$ cat config.mk
export PLATFORM = sky130hd
export DESIGN_NAME = oc_channel
export DESIGN_NICKNAME = d
export VERILOG_FILES = /design/src/rtl/oc_pkg.sv /design/src/rtl/oc_cmp_store.sv /design/src/rtl/oc_comparator.sv /design/src/rtl/oc_ref_gen.sv /design/src/rtl/oc_channel.sv
export SDC_FILE = /design/constraint.sdc
export NUM_CORES = 1
export LEC_CHECK = 0
export BUFFER_PORTS_ARGS = -buffer_cell sky130_fd_sc_hd__buf_4
export CAP_MARGIN = 20
export CORE_UTILIZATION = 50
export CTS_BUF_LIST = sky130_fd_sc_hd__clkbuf_4
export DETAILED_ROUTE_END_ITERATION = 7
export PLACE_DENSITY = 0.85
export SYNTH_ARGS = -nofsm -noshare
export SYNTH_HDL_FRONTEND = slang
export SYNTH_SLANG_ARGS = --single-unit
$ cat constraint.sdc
create_clock -name clk -period 2 [get_ports clk]
set_clock_uncertainty 0.15 [all_clocks]
set_input_delay 0.1 -clock clk [delete_from_list [all_inputs] [get_ports clk]]
set_output_delay 0.1 -clock clk [all_outputs]
set_load 0.03 [all_outputs]
$ cat src/rtl/oc_pkg.sv
package oc_pkg;

  typedef enum logic [2:0] {
    OCM_FROZEN = 3'b000,
    OCM_SET    = 3'b001,
    OCM_CLR    = 3'b010,
    OCM_TOG    = 3'b011,
    OCM_FLO    = 3'b100,
    OCM_FHI    = 3'b101,
    OCM_PWM_A  = 3'b110,
    OCM_PWM_B  = 3'b111
  } oc_mode_e;

  function automatic logic mode_is_pwm(input oc_mode_e m);
    return (m == OCM_PWM_A) || (m == OCM_PWM_B);
  endfunction

  // PWM level: the PWM_A comparison flag, inverted for PWM_B
  function automatic logic pwm_level(input oc_mode_e m, input logic flag);
    return flag ^ (m == OCM_PWM_B);
  endfunction

endpackage

$ cat src/rtl/oc_cmp_store.sv
module oc_cmp_store #(
  parameter int CNT_W = 16
) (
  input  logic             clk,
  input  logic             rst_n,
  input  logic             wr_en,
  input  logic [CNT_W-1:0] wdata,
  input  logic             buf_en,
  input  logic             upd_evt,
  output logic [CNT_W-1:0] active_o,
  output logic [CNT_W-1:0] rdata_o
);

  logic [CNT_W-1:0] buf_q;
  logic [CNT_W-1:0] active_q;
  logic             direct_wr;
  logic             shadow_load;

  assign direct_wr   = wr_en && !buf_en;
  assign shadow_load = upd_evt && buf_en;

  always_ff @(posedge clk) begin
    if (!rst_n) begin
      buf_q    <= '0;
      active_q <= '0;
    end else begin
      if (wr_en)
        buf_q <= wdata;
      if (direct_wr)
        active_q <= wdata;
      else if (shadow_load)
        active_q <= buf_q;
    end
  end

  assign active_o = active_q;
  assign rdata_o  = buf_en ? buf_q : active_q;

  // with buffering on and no update event, the active value is frozen
  a_r10_buffer_holds: assert property (@(posedge clk) disable iff (!rst_n)
    (buf_en && !upd_evt) |=> $stable(active_o));

  // an unbuffered write lands in the active value one edge later
  a_r9_direct_write: assert property (@(posedge clk) disable iff (!rst_n)
    (wr_en && !buf_en) |=> (active_o == $past(wdata)));

endmodule

$ cat src/rtl/oc_comparator.sv
module oc_comparator #(
  parameter int CNT_W = 16
) (
  input  logic [CNT_W-1:0] cnt,
  input  logic [CNT_W-1:0] cmp,
  input  logic             down,
  output logic             eq_o,
  output logic             pwm_flag_o
);

  function automatic logic is_equal(input logic [CNT_W-1:0] a,
                                    input logic [CNT_W-1:0] b);
    return a == b;
  endfunction

  // PWM_A flag: counting up -> cnt < cmp; counting down -> not (cnt > cmp)
  function automatic logic pwm_a_flag(input logic [CNT_W-1:0] a,
                                      input logic [CNT_W-1:0] b,
                                      input logic dn);
    return dn ? !(a > b) : (a < b);
  endfunction

  assign eq_o       = is_equal(cnt, cmp);
  assign pwm_flag_o = pwm_a_flag(cnt, cmp, down);

endmodule

$ cat src/rtl/oc_ref_gen.sv
module oc_ref_gen
  import oc_pkg::*;
(
  input  logic     clk,
  input  logic     rst_n,
  input  logic     tick,
  input  oc_mode_e mode,
  input  logic     out_en,
  input  logic     eq,
  input  logic     pwm_flag,
  output logic     ref_o
);

  logic     ref_q, ref_d;
  logic     arm_q, arm_d;
  logic     flag_last_q;
  oc_mode_e mode_last_q;

  // named events for the assertions
  logic match_evt;
  logic flip_evt;
  logic pwm_mode;
  logic entry_evt;
  logic pwm_apply;

  assign pwm_mode  = mode_is_pwm(mode);
  assign match_evt = tick && eq && out_en;
  assign flip_evt  = tick && (pwm_flag != flag_last_q);
  assign entry_evt = pwm_mode && (mode_last_q == OCM_FROZEN);
  assign pwm_apply = out_en && pwm_mode && tick && (flip_evt || arm_q || entry_evt);

  always_comb begin
    ref_d = ref_q;
    if (!out_en) begin
      ref_d = 1'b0;
    end else begin
      unique case (mode)
        OCM_FROZEN: ref_d = ref_q;
        OCM_SET:    if (match_evt) ref_d = 1'b1;
        OCM_CLR:    if (match_evt) ref_d = 1'b0;
        OCM_TOG:    if (match_evt) ref_d = !ref_q;
        OCM_FLO:    ref_d = 1'b0;
        OCM_FHI:    ref_d = 1'b1;
        OCM_PWM_A,
        OCM_PWM_B:  if (pwm_apply) ref_d = pwm_level(mode, pwm_flag);
        default:    ref_d = ref_q;
      endcase
    end
  end

  assign arm_d = out_en && pwm_mode && (arm_q || entry_evt) && !tick;

  always_ff @(posedge clk) begin
    if (!rst_n) begin
      ref_q       <= 1'b0;
      arm_q       <= 1'b0;
      flag_last_q <= 1'b0;
      mode_last_q <= OCM_FROZEN;
    end else begin
      ref_q       <= ref_d;
      arm_q       <= arm_d;
      mode_last_q <= mode;
      if (tick)
        flag_last_q <= pwm_flag;
    end
  end

  assign ref_o = ref_q;

  // frozen mode holds the level
  a_r2_frozen_hold: assert property (@(posedge clk) disable iff (!rst_n)
    (out_en && mode == OCM_FROZEN) |=> $stable(ref_o));

  // set-on-match drives high
  a_r3_set_on_match: assert property (@(posedge clk) disable iff (!rst_n)
    (out_en && mode == OCM_SET && match_evt) |=> ref_o);

  // clear-on-match drives low
  a_r3_clr_on_match: assert property (@(posedge clk) disable iff (!rst_n)
    (out_en && mode == OCM_CLR && match_evt) |=> !ref_o);

  // toggle inverts once per matching tick
  a_r4_toggle: assert property (@(posedge clk) disable iff (!rst_n)
    (out_en && mode == OCM_TOG && match_evt) |=> (ref_o != $past(ref_o)));

  // no tick, no toggle
  a_r4_no_tick_hold: assert property (@(posedge clk) disable iff (!rst_n)
    (out_en && mode == OCM_TOG && !tick) |=> $stable(ref_o));

  // force modes
  a_r5_force_low: assert property (@(posedge clk) disable iff (!rst_n)
    (out_en && mode == OCM_FLO) |=> !ref_o);
  a_r5_force_high: assert property (@(posedge clk) disable iff (!rst_n)
    (out_en && mode == OCM_FHI) |=> ref_o);

  // PWM level only moves on a tick
  a_r8_pwm_tick_only: assert property (@(posedge clk) disable iff (!rst_n)
    (out_en && pwm_mode && !tick) |=> $stable(ref_o));

  // input use keeps the reference low
  a_r11_idle_low: assert property (@(posedge clk) disable iff (!rst_n)
    !out_en |=> !ref_o);

endmodule

$ cat src/rtl/oc_channel.sv
module oc_channel
  import oc_pkg::*;
#(
  parameter int CNT_W = 16,
  parameter int DIR_W = 2
) (
  input  logic             clk,
  input  logic             rst_n,
  input  logic             cnt_tick,
  input  logic [CNT_W-1:0] cnt_val,
  input  logic             cnt_down,
  input  logic             upd_evt,
  input  logic             cmp_wr,
  input  logic [CNT_W-1:0] cmp_wdata,
  output logic [CNT_W-1:0] cmp_rdata,
  input  logic             cfg_wr,
  input  logic [2:0]       cfg_mode,
  input  logic             cfg_buf_en,
  input  logic             cfg_pol,
  input  logic [DIR_W-1:0] cfg_dir,
  output logic             oc_ref,
  output logic             oc_pin
);

  oc_mode_e         mode_q;
  logic             buf_en_q;
  logic             pol_q;
  logic [DIR_W-1:0] dir_q;
  logic             out_en;
  logic [CNT_W-1:0] cmp_active;
  logic             cmp_eq;
  logic             cmp_flag;
  logic             ref_w;

  always_ff @(posedge clk) begin
    if (!rst_n) begin
      mode_q   <= OCM_FROZEN;
      buf_en_q <= 1'b0;
      pol_q    <= 1'b0;
      dir_q    <= '0;
    end else if (cfg_wr) begin
      mode_q   <= oc_mode_e'(cfg_mode);
      buf_en_q <= cfg_buf_en;
      pol_q    <= cfg_pol;
      dir_q    <= cfg_dir;
    end
  end

  assign out_en = (dir_q == '0);

  oc_cmp_store #(.CNT_W(CNT_W)) u_store (
    .clk      (clk),
    .rst_n    (rst_n),
    .wr_en    (cmp_wr),
    .wdata    (cmp_wdata),
    .buf_en   (buf_en_q),
    .upd_evt  (upd_evt),
    .active_o (cmp_active),
    .rdata_o  (cmp_rdata)
  );

  oc_comparator #(.CNT_W(CNT_W)) u_cmp (
    .cnt        (cnt_val),
    .cmp        (cmp_active),
    .down       (cnt_down),
    .eq_o       (cmp_eq),
    .pwm_flag_o (cmp_flag)
  );

  oc_ref_gen u_ref (
    .clk      (clk),
    .rst_n    (rst_n),
    .tick     (cnt_tick),
    .mode     (mode_q),
    .out_en   (out_en),
    .eq       (cmp_eq),
    .pwm_flag (cmp_flag),
    .ref_o    (ref_w)
  );

  assign oc_ref = ref_w;
  assign oc_pin = ref_w ^ pol_q;

  // a polarity write alone flips the pin when the reference stays put
  a_r12_pol_flip: assert property (@(posedge clk) disable iff (!rst_n)
    ($stable(oc_ref) && $changed(pol_q)) |-> (oc_pin != $past(oc_pin)));

endmodule

# Word level (Yosys, flattened, before mapping)
# Index checks and enable logic that the tools add are counted.
# totals
regBits,45
output_inout_bits,18
elab_cells,63
# op_classes
n_lt_le_gt_ge,2
eq_ne,13
n_mux,9
bitwise_logic,3
reduce_logical,26
# ops
operator,n
16-bit two-way mux,3
16-bit equality test,1
16-bit > comparator,1
16-bit < comparator,1
"3-bit equality test, second input constant",4
1-bit logical AND,11
"2-bit by 1-bit != test with 1-bit output, second input constant",4
"3-bit by 2-bit equality test with 1-bit output, second input constant",2
3-bit logical NOT,2
1-bit one-hot mux with 6 select lines,1
1-bit two-way mux,5
5-bit AND reduction,1
1-bit logical NOT,4
1-bit logical OR,4
"3-bit by 1-bit equality test with 1-bit output, second input constant",1
2-bit logical NOT,1
2-bit AND reduction,1
2-bit nonzero test,1
2-bit OR reduction,1
1-bit bitwise XOR,2
1-bit != test,1
1-bit NOT,1

# Depth between registers and ports, before layout
# Gate-level depths: netlist (run 1).
# depth
depth_word,10
mapped_depth,9

# Hierarchy
# A second synthesis (run 1) with hierarchy kept.
# unflattened
cells_unflattened,259
hier_area_um2,2640.0
# by_module_without_submodules
mod,n_inst,cells_per_inst,area_per_inst_um2,seq_area_each_um2
oc_cmp_store,1,144,1630.3,640.6
oc_comparator,1,61,439.2,0.0
oc_ref_gen,1,30,292.8,120.1
oc_channel,1,24,277.8,140.1

# Least setup slack after synthesis (run 1)
# Ideal clock, no wire load.
# synth_timing
path_kind,register to register
from,reg u_store.active_q[15] (netlist: u_store.active_o[15])
to,reg u_ref.ref_q (netlist: u_ref.ref_o)
setup_time_ns,0.091
arrival_ns,1.870
path_slack_ns,-0.110
path_stages_with_launch,10
n_path_buf,0
synth_period_minus_slack_ns,2.110
path_cell_list,dfxtp_1 > inv_1 > ha_1 > nand4_2 > or2_4 > o22ai_1 > or3_1 > mux2i_1 > a31oi_1 > a311oi_1
# synth_between
elab_chain_len,10
word_cells_on_any_way,20
classes_between,order compare (2); eq/ne (6); mux (3); bitwise (1); reduce/logical (8)
# synth_lines
element,line_no,rtl
from (decl),oc_cmp_store.sv:15,logic [CNT_W-1:0] active_q;
from (signal assigned),oc_cmp_store.sv:30,active_q <= wdata;
from (signal assigned),oc_cmp_store.sv:32,active_q <= buf_q;
16-bit > comparator,oc_comparator.sv:20,return dn ? !(a > b) : (a < b);
1-bit logical NOT,oc_comparator.sv:20,
1-bit two-way mux,oc_comparator.sv:20,
1-bit != test,oc_ref_gen.sv:28,assign flip_evt = tick && (pwm_flag != flag_last_q);
1-bit logical AND,oc_ref_gen.sv:28,
1-bit logical OR (2 in a row),oc_ref_gen.sv:30,assign pwm_apply = out_en && pwm_mode && tick && (flip_evt || arm_q || entry_evt);
1-bit logical AND,oc_ref_gen.sv:30,
2-bit by 1-bit != test with 1-bit output (no source line),--,
5-bit AND reduction (no source line),--,
to (signal assigned),oc_ref_gen.sv:60,ref_q <= ref_d;
to (decl),oc_ref_gen.sv:14,"logic ref_q, ref_d;"
# Several ways; a longest one is shown, not always the timed one. The select of a mux whose other input is x is not followed.
# A chain may end at the register's enable or synchronous reset.

# Worst setup path after layout (run 1)
# layout_timing
from,reg u_store.active_q[14] (netlist: u_store.active_o[14])
to,reg u_ref.ref_q (netlist: u_ref.ref_o)
# The elaborated chain is that of the path after synthesis.

==> impl_results.md, run 1 <==
- Register area share after synthesis: 0.358
- DRT Wirelength: between 7 and 8 mm
- Critical Path End Type: flip-flop
- Die Area: 5320 sq um
- DRT iter0 DRCs: 91
- Worst-path fanout max: 4
- FF/Latch Area: 913 sq um
- Largest net degree at the start of global routing: 45
- Max transition margin: 0.738
- Final Max Slew Viols: 0
- Routability Congestion: ~0.84
- Worst Hold End: u_store.active_o[10]
- Syn Area/Cell: a little under 9 sq um
- Final Cycle Share: 1.12
- Pwr dens: 620 nW/um^2
- Area growth syn-to-layout: 46.7%
- Post-DR vias/cell: 5.47
- Crit path required time: roughly 2.1 ns
- Drt pass-1 iters: 4
- Hold Path Stages: 2
- Number of buffers created by CTS: 5
- Clock buffer depth: 2
- Setup WS post-layout: -0.246 ns
- Mapped Cells: 281
- RSZ-0062 raised after global routing: yes
- Total chip power: roughly 2.3 mW
- R2r setup slk: -0.25 ns
- Vias in the first global route: 2479
- Failing checks: negative setup slack
- Highest-count cells in the layout ignoring fill and taps: 77 x buf_4, 39 x nand2_1, 39 x mux2i_1
- Cell Area, Synth: 2520 sq um
- Ys Warns: 0
- Post-DP HPWL: 4.09 mm
- Sink Count: 45
- Critical path arrival: 2.37 ns
- Leakage: 1.73 nW
- Multi-input logic area: 1660 sq um
- TritonCTS clock tree: done
- WL/cell: 16.5 um
- Peak supply drop: 413 uV
- Setup TNS: -0.246 ns
- # DRC: 0
- Filler cells: 304
- Hold Fails Final Rpt: 0
- GRT Total Usage: 0.286
- Max Cap Violations: 0
- HP Start: rst_n
- Post-synth cell types: 36
- # nets final: 441
- Most common cell after layout, fill and taps aside: buf_4
- Die width: 72.9 um
- Layout Utilization: 0.771
- R2r endpoint: u_ref.ref_o
- CTS H-tree lvls: 2
- Setup Crit Path Kind: flip-flop to flip-flop
- Die Ht: 72.9 um
- Ports: 64
- Ratio of cells with drive above 1 in the final layout: 0.330
- Tmin final: 2.25 ns
- Root Buffer: clkbuf_4
- Register-to-Register Path Depth: 9
- Layout Cells excl Fill: 446
- Maximum clock rate: around 450 MHz
- Site Rows: 25
- Clk_lat worst skew: 0.36 ns
- # diodes: 0
- Worst-margin pin slew: about 0.39 ns
- Syn_nets: 343
- Initial antenna violation count: 0
- Starting density of the core: 0.526
- First-pass GRT wire length: 11.5 mm
- Status: complete, but fails checks
- Total gr overflow: 0
- Antenna Nets Post-Route: 0
- CTS clk-pin slew, worst paths: 0.13 ns
- Origin of the critical flop-to-flop path: u_store.active_o[14]
- Hold Path Class: input port to flip-flop
- Vias: 2438
- Placed insts: 405
- Final setup fails: 1
- Startpoint class of the critical path: flip-flop
- Core area: 4790 sq um
- Count of state elements after synthesis: 45
- Number of port buffers: 63
synth_stat cells (all sizes together):
library cell  number  share of area
o211ai             2         0.0060
buf                5         0.0090
nor2b             25          0.062
mux2i             40           0.16
inv               17          0.025
a311oi             1         0.0035
nor3               4          0.012
nor4               2         0.0050
dfxtp             45           0.36
nand4              6          0.020
or2                1         0.0035
a21o               1         0.0030
ha                16          0.080
o21a               2         0.0060
or3                1         0.0025
o211a             16          0.064
nand3b             2         0.0060
nor2               4         0.0060
a22oi              1         0.0050
a2111oi            1         0.0035
mux2               1         0.0045
nand2b             1         0.0025
and2               5          0.013
nand2             39          0.058
a31oi              3         0.0075
xor2               1         0.0035
clkbuf            13          0.020
a21oi              8          0.016
o21ai             17          0.034
o22ai              1         0.0025
cell families (layout without fill, tap and decap cells):
kind of cell | after synthesis | count (layout) | share of synthesized area
xor+xnor | 1 | 1 | 0.00348
buf+inv | 35 | 133 | 0.0542
mux | 41 | 41 | 0.164
flops | 45 | 45 | 0.358
fa+ha+maj | 16 | 16 | 0.0796
compound gates | 53 | 53 | 0.150
simple gates | 90 | 90 | 0.191
per-stage QoR:
stage / hold slack (ns) / instance area [sq um] / setup WS (ns)
3_3_place_gp: 0.172 / 3120 / -0.130
2_1_floorplan: 0.0507 / 2540 / -0.0628
3_5_place_dp: 0.174 / 3120 / -0.217
6_report: 0.0164 / 3690 / -0.246
4_1_cts: 0.00121 / 3620 / -0.215
5_1_grt: 0.0108 / 3690 / -0.382
critical path, stage by stage, from the launching register on:
cell	delay, ns
dfxtp_1	0.35
inv_1	0.06
ha_1	0.34
nand4_4	0.11
buf_4	0.17
a2111oi_4	0.26
or3_4	0.20
mux2i_2	0.23
a31oi_1	0.10
a311oi_1	0.20
metal layers:
metal / routed length (um) / up-vias / track usage
met5: 0 / - / 0
li1: - / 1170 / -
met4: 234 / 0 / 0.122
met2: 3730 / 99 / 0.505
met3: 429 / 21 / 0.0566
met1: 2960 / 1148 / 0.337
where the power goes:
group	total [mW]	internal (mW)	switching, mW	leakage [nW]
Sequential	1.01	0.962	0.0451	0.375
Clock	0.542	0.255	0.288	0.0410
Combinational	0.739	0.364	0.374	1.32
Total	2.29	1.58	0.707	1.73
state kept, by name, indices dropped and copies added, names as in the netlist:
signal             count
u_store.active_o      16
u_store.buf_q         16
mode_q                 3
u_ref.mode_last_q      3
dir_q                  2
buf_en_q               1
pol_q                  1
u_ref.arm_q            1
u_ref.flag_last_q      1
u_ref.ref_o            1
how the worst max path moves through the flow:
stage	startpoint	to	slack (ns)	depth (start not counted)
2_1_floorplan	u_store.active_o[1]	u_ref.ref_o	-0.06	9
3_3_place_gp	u_store.active_o[11]	u_ref.ref_o	-0.13	9
3_5_place_dp	u_store.active_o[11]	u_ref.ref_o	-0.22	9
4_1_cts	u_store.active_o[9]	u_ref.ref_o	-0.21	9
5_1_grt	u_store.active_o[3]	u_ref.ref_o	-0.38	9
6_report	u_store.active_o[14]	u_ref.ref_o	-0.25	9
what timing repair did:
action                     CTS  global route
resized for setup           22             9
buffers inserted             1             1
pin swaps                   14             8
setup endpoints to repair    1             1
hold endpoints to repair    41             0
hold buffers                32             0
area by class of cell:
cell class              instances  share of cell area
well taps                      67              0.0227
flip-flops and latches         45               0.247
inverters                      17              0.0173
clock buffers                   5              0.0102
multi-input cells             201               0.449
clock inverters                 2             0.00949
repair buffers                109               0.243
Power figures use the tool's default switching activity.
==> run 2, diff against run 1 <==
--- a/config.mk
+++ b/config.mk
@@ -10,7 +10,8 @@
 export CORE_UTILIZATION = 50
 export CTS_BUF_LIST = sky130_fd_sc_hd__clkbuf_4
 export DETAILED_ROUTE_END_ITERATION = 7
-export PLACE_DENSITY = 0.85
+export PLACE_DENSITY = 0.84
 export SYNTH_ARGS = -nofsm -noshare
 export SYNTH_HDL_FRONTEND = slang
+export SYNTH_HIERARCHICAL = 1
 export SYNTH_SLANG_ARGS = --single-unit
==> impl_results.md, run 2 <==
- Mux share of post-synthesis cell area: 0.174
- Initial antenna violation count: 0
- Post-synth cell types: 40
- RSZ-0062 raised after global routing: yes
- Number of flops mapped to enable cells by yosys: 0
- Synth Area in Adders: 0.0758
- Largest net degree at the start of global routing: 46
- Ratio of cells with drive above 1 in the final layout: 0.349
- Register area share after synthesis: 0.341
- Origin of the critical flop-to-flop path: u_store/active_o[13]
- Antenna Nets Post-Route: 0
- R2r setup slk: -0.66 ns
- Peak supply drop: 345 uV
- Layout Utilization: 0.724
- Synth area leaders: dfxtp_1 34%, mux2i_1 9.5%, ha_1 7.6%
- Area growth syn-to-layout: 40.1%
- Cell Area, Synth: ~2600 sq um
- Setup WS post-layout: -0.664 ns
- Ys Warns: 6
- Main combinational cell family by area after synthesis: simple AND/OR/NAND/NOR gates
- DRT iter0 DRCs: roughly 150
- Post-DP HPWL: 4.08 mm
- Vias in the first global route: 2242
- Mapped Cells: 259
- DRT Wirelength: 6.31 mm
- CTS H-tree lvls: 2
- Syn Area/Cell: 10.2 sq um
- Status: complete, but fails checks
- Synth cell count leaders: 45 x dfxtp_1, 25 x mux2i_1, 24 x nor2b_1, 20 x inv_1
- Synth top area share: 0.341
- DP Area: 3300 sq um
- Site Rows: 26
- Startpoint class of the critical path: flip-flop
- Hold Path Stages: 2
- Maximum clock rate: 375 MHz
- First-pass GRT wire length: 9.98 mm
- Hold Fails Final Rpt: 0
- Synth Area in Simple Gates: 0.222
- Ports: 64
- Clk_lat worst skew: 0.34 ns
- Tmin final: 2.66 ns
- Crit path from: u_store/active_o[13]
- Starting density of the core: 0.517
- # DRC: 0
- Compound-cell area share of the yosys netlist: 0.112
- Finished layout cell area: 3700 sq um
- Final Max Slew Viols: 0
- CTS clk-pin slew, worst paths: between 0.1 and 0.15 ns
- Final setup fails: 2
- HP Start: rst_n
- Die Area: around 5600 sq um
- Total gr overflow: 0
- Crit path required time: 2.11 ns
- Count of state elements after synthesis: 45
- Number of buffers created by CTS: 5
- Sink Count: 45
- Max Cap Violations: 0
- Critical Path End Type: flip-flop
- Root Buffer: clkbuf_4
- Synth area leader: dfxtp_1
- WL/cell: 14.4 um
- Setup Crit Path Kind: flip-flop to flip-flop
- Layout Cells excl Fill: 437
- Die Ht: 74.7 um
- XOR/XNOR Fraction of Synth Area: 0.00664
- Worst-path fanout max: 4
- Max transition margin: 0.725
- Highest-count cells in the layout ignoring fill and taps: 87 x buf_4, 39 x dfxtp_1, 31 x dlygate4sd3_1
- Asr flop ratio synth: 0
- Drt pass-1 iters: 4
- Worst-margin pin slew: 0.413 ns
- Dominant cell by count in the synthesized netlist: dfxtp_1
- Clock buffer depth: 2
- Core area: ~5000 sq um
- Final Cycle Share: 1.33
- Register-to-Register Path Depth: 10
- GRT Total Usage: 0.237
- Hold Path Class: input port to flip-flop
- Pwr dens: 566 nW/um^2
- Worst Hold End: u_store/active_o[12]
- Failing checks: negative setup slack
- Leakage: 1.63 nW
- Syn_nets: 321
- Most common cell after layout, fill and taps aside: buf_4
- Placed insts: 398
- # nets final: 430
- Post-DR vias/cell: about 5.3
- Vias: roughly 2300
- R2r endpoint: u_ref/ref_o
- Most used DFF post-synth: dfxtp_1
- Routability Congestion: about 0.87
- WHS: 0.0374 ns
- # diodes: 0
- Critical path arrival: between 2 and 3 ns
- TritonCTS clock tree: done
- Number of port buffers: 63
- Die width: about 75 um
-- run 2: cell types whose count changed after synthesis, moves of 8 or more --
| cell | before | now |
|---|---|---|
| mux2_2 | 1 | 11 |
| mux2i_1 | 40 | 25 |
| or3b_1 | 0 | 15 |
| o21ai_0 | 16 | 2 |
| nand3b_1 | 2 | 16 |
| o211a_1 | 16 | 0 |
| clkbuf_1 | 12 | 4 |
| o2111a_1 | 0 | 16 |
| nand2_1 | 39 | 7 |
-- run 2: layout make-up --
class	count	area, sq um
Multi-Input combinational cell	178	1620
Fill cell	380	1410
Timing Repair Buffer	118	963
Sequential cell	45	908
Tap cell	70	87.6
Inverter	20	75.1
Clock buffer	5	37.5
Clock inverter	1	5.00
-- run 2: what timing repair did --
action	CTS	global route
resized for setup	10	1
hold buffers	31	0
endpoints found under the setup margin	2	2
endpoints found under the hold margin	41	0
setup buffers	1	1
gates cloned	0	0
pin swaps	5	1
-- run 2: worst max path at each step --
stage                        to  slack [ns]  cells past startpoint
finish              u_ref/ref_o       -0.66                     10
global placement    u_ref/ref_o       -0.56                     10
detailed placement  u_ref/ref_o       -0.64                     10
global route        u_ref/ref_o       -0.78                     10
floorplan           u_ref/ref_o       -0.51                     10
CTS                 u_ref/ref_o       -0.57                     10
-- run 2: power by group --
part           switching [mW]  internal (mW)  total (mW)
combinational           0.318          0.375       0.692
clock                   0.277          0.123       0.399
sequential             0.0406          0.960        1.00
total                   0.635           1.46        2.09
-- run 2: critical path: stages, from the launching register on --
cell and delay [ns]:
dfxtp_2 0.36, inv_2 0.05, ha_4 0.26, nand4_1 0.10, or3_4 0.36, nor4_2 0.23
a31o_1 0.22, xor2_1 0.20, nor2_1 0.08, a221oi_2 0.24, mux2_4 0.32
-- run 2: cells by family (layout without fill, tap and decap cells) --
group / after synthesis / in the layout
AND/OR/NAND/NOR: 85 / 85
flip-flops: 45 / 45
multiplexers: 43 / 43
buffers and inverters: 36 / 144
AO/OA/AOI/OAI: 32 / 32
adder cells (fa/ha/maj): 16 / 16
XOR/XNOR: 2 / 2
-- run 2: routing by layer --
layer,wire length [um],global-route usage,share of wire,up-vias
li1,-,-,-,1152
met1,2740,0.289,0.43,1077
met2,3070,0.399,0.49,73
met3,360,0.0669,0.057,14
met4,141,0.0860,0.022,0
met5,0,0,0,-
-- run 2: per-stage QoR --
| step | power [mW] | setup slack [ns] | setup TNS, ns |
|---|---|---|---|
| floorplan | 1.40 | -0.513 | -0.513 |
| global placement | 1.62 | -0.555 | -0.555 |
| detailed placement | 1.63 | -0.636 | -0.649 |
| CTS | 2.09 | -0.568 | -0.568 |
| global route | 2.22 | -0.777 | -0.892 |
| finish | 2.09 | -0.664 | -0.711 |
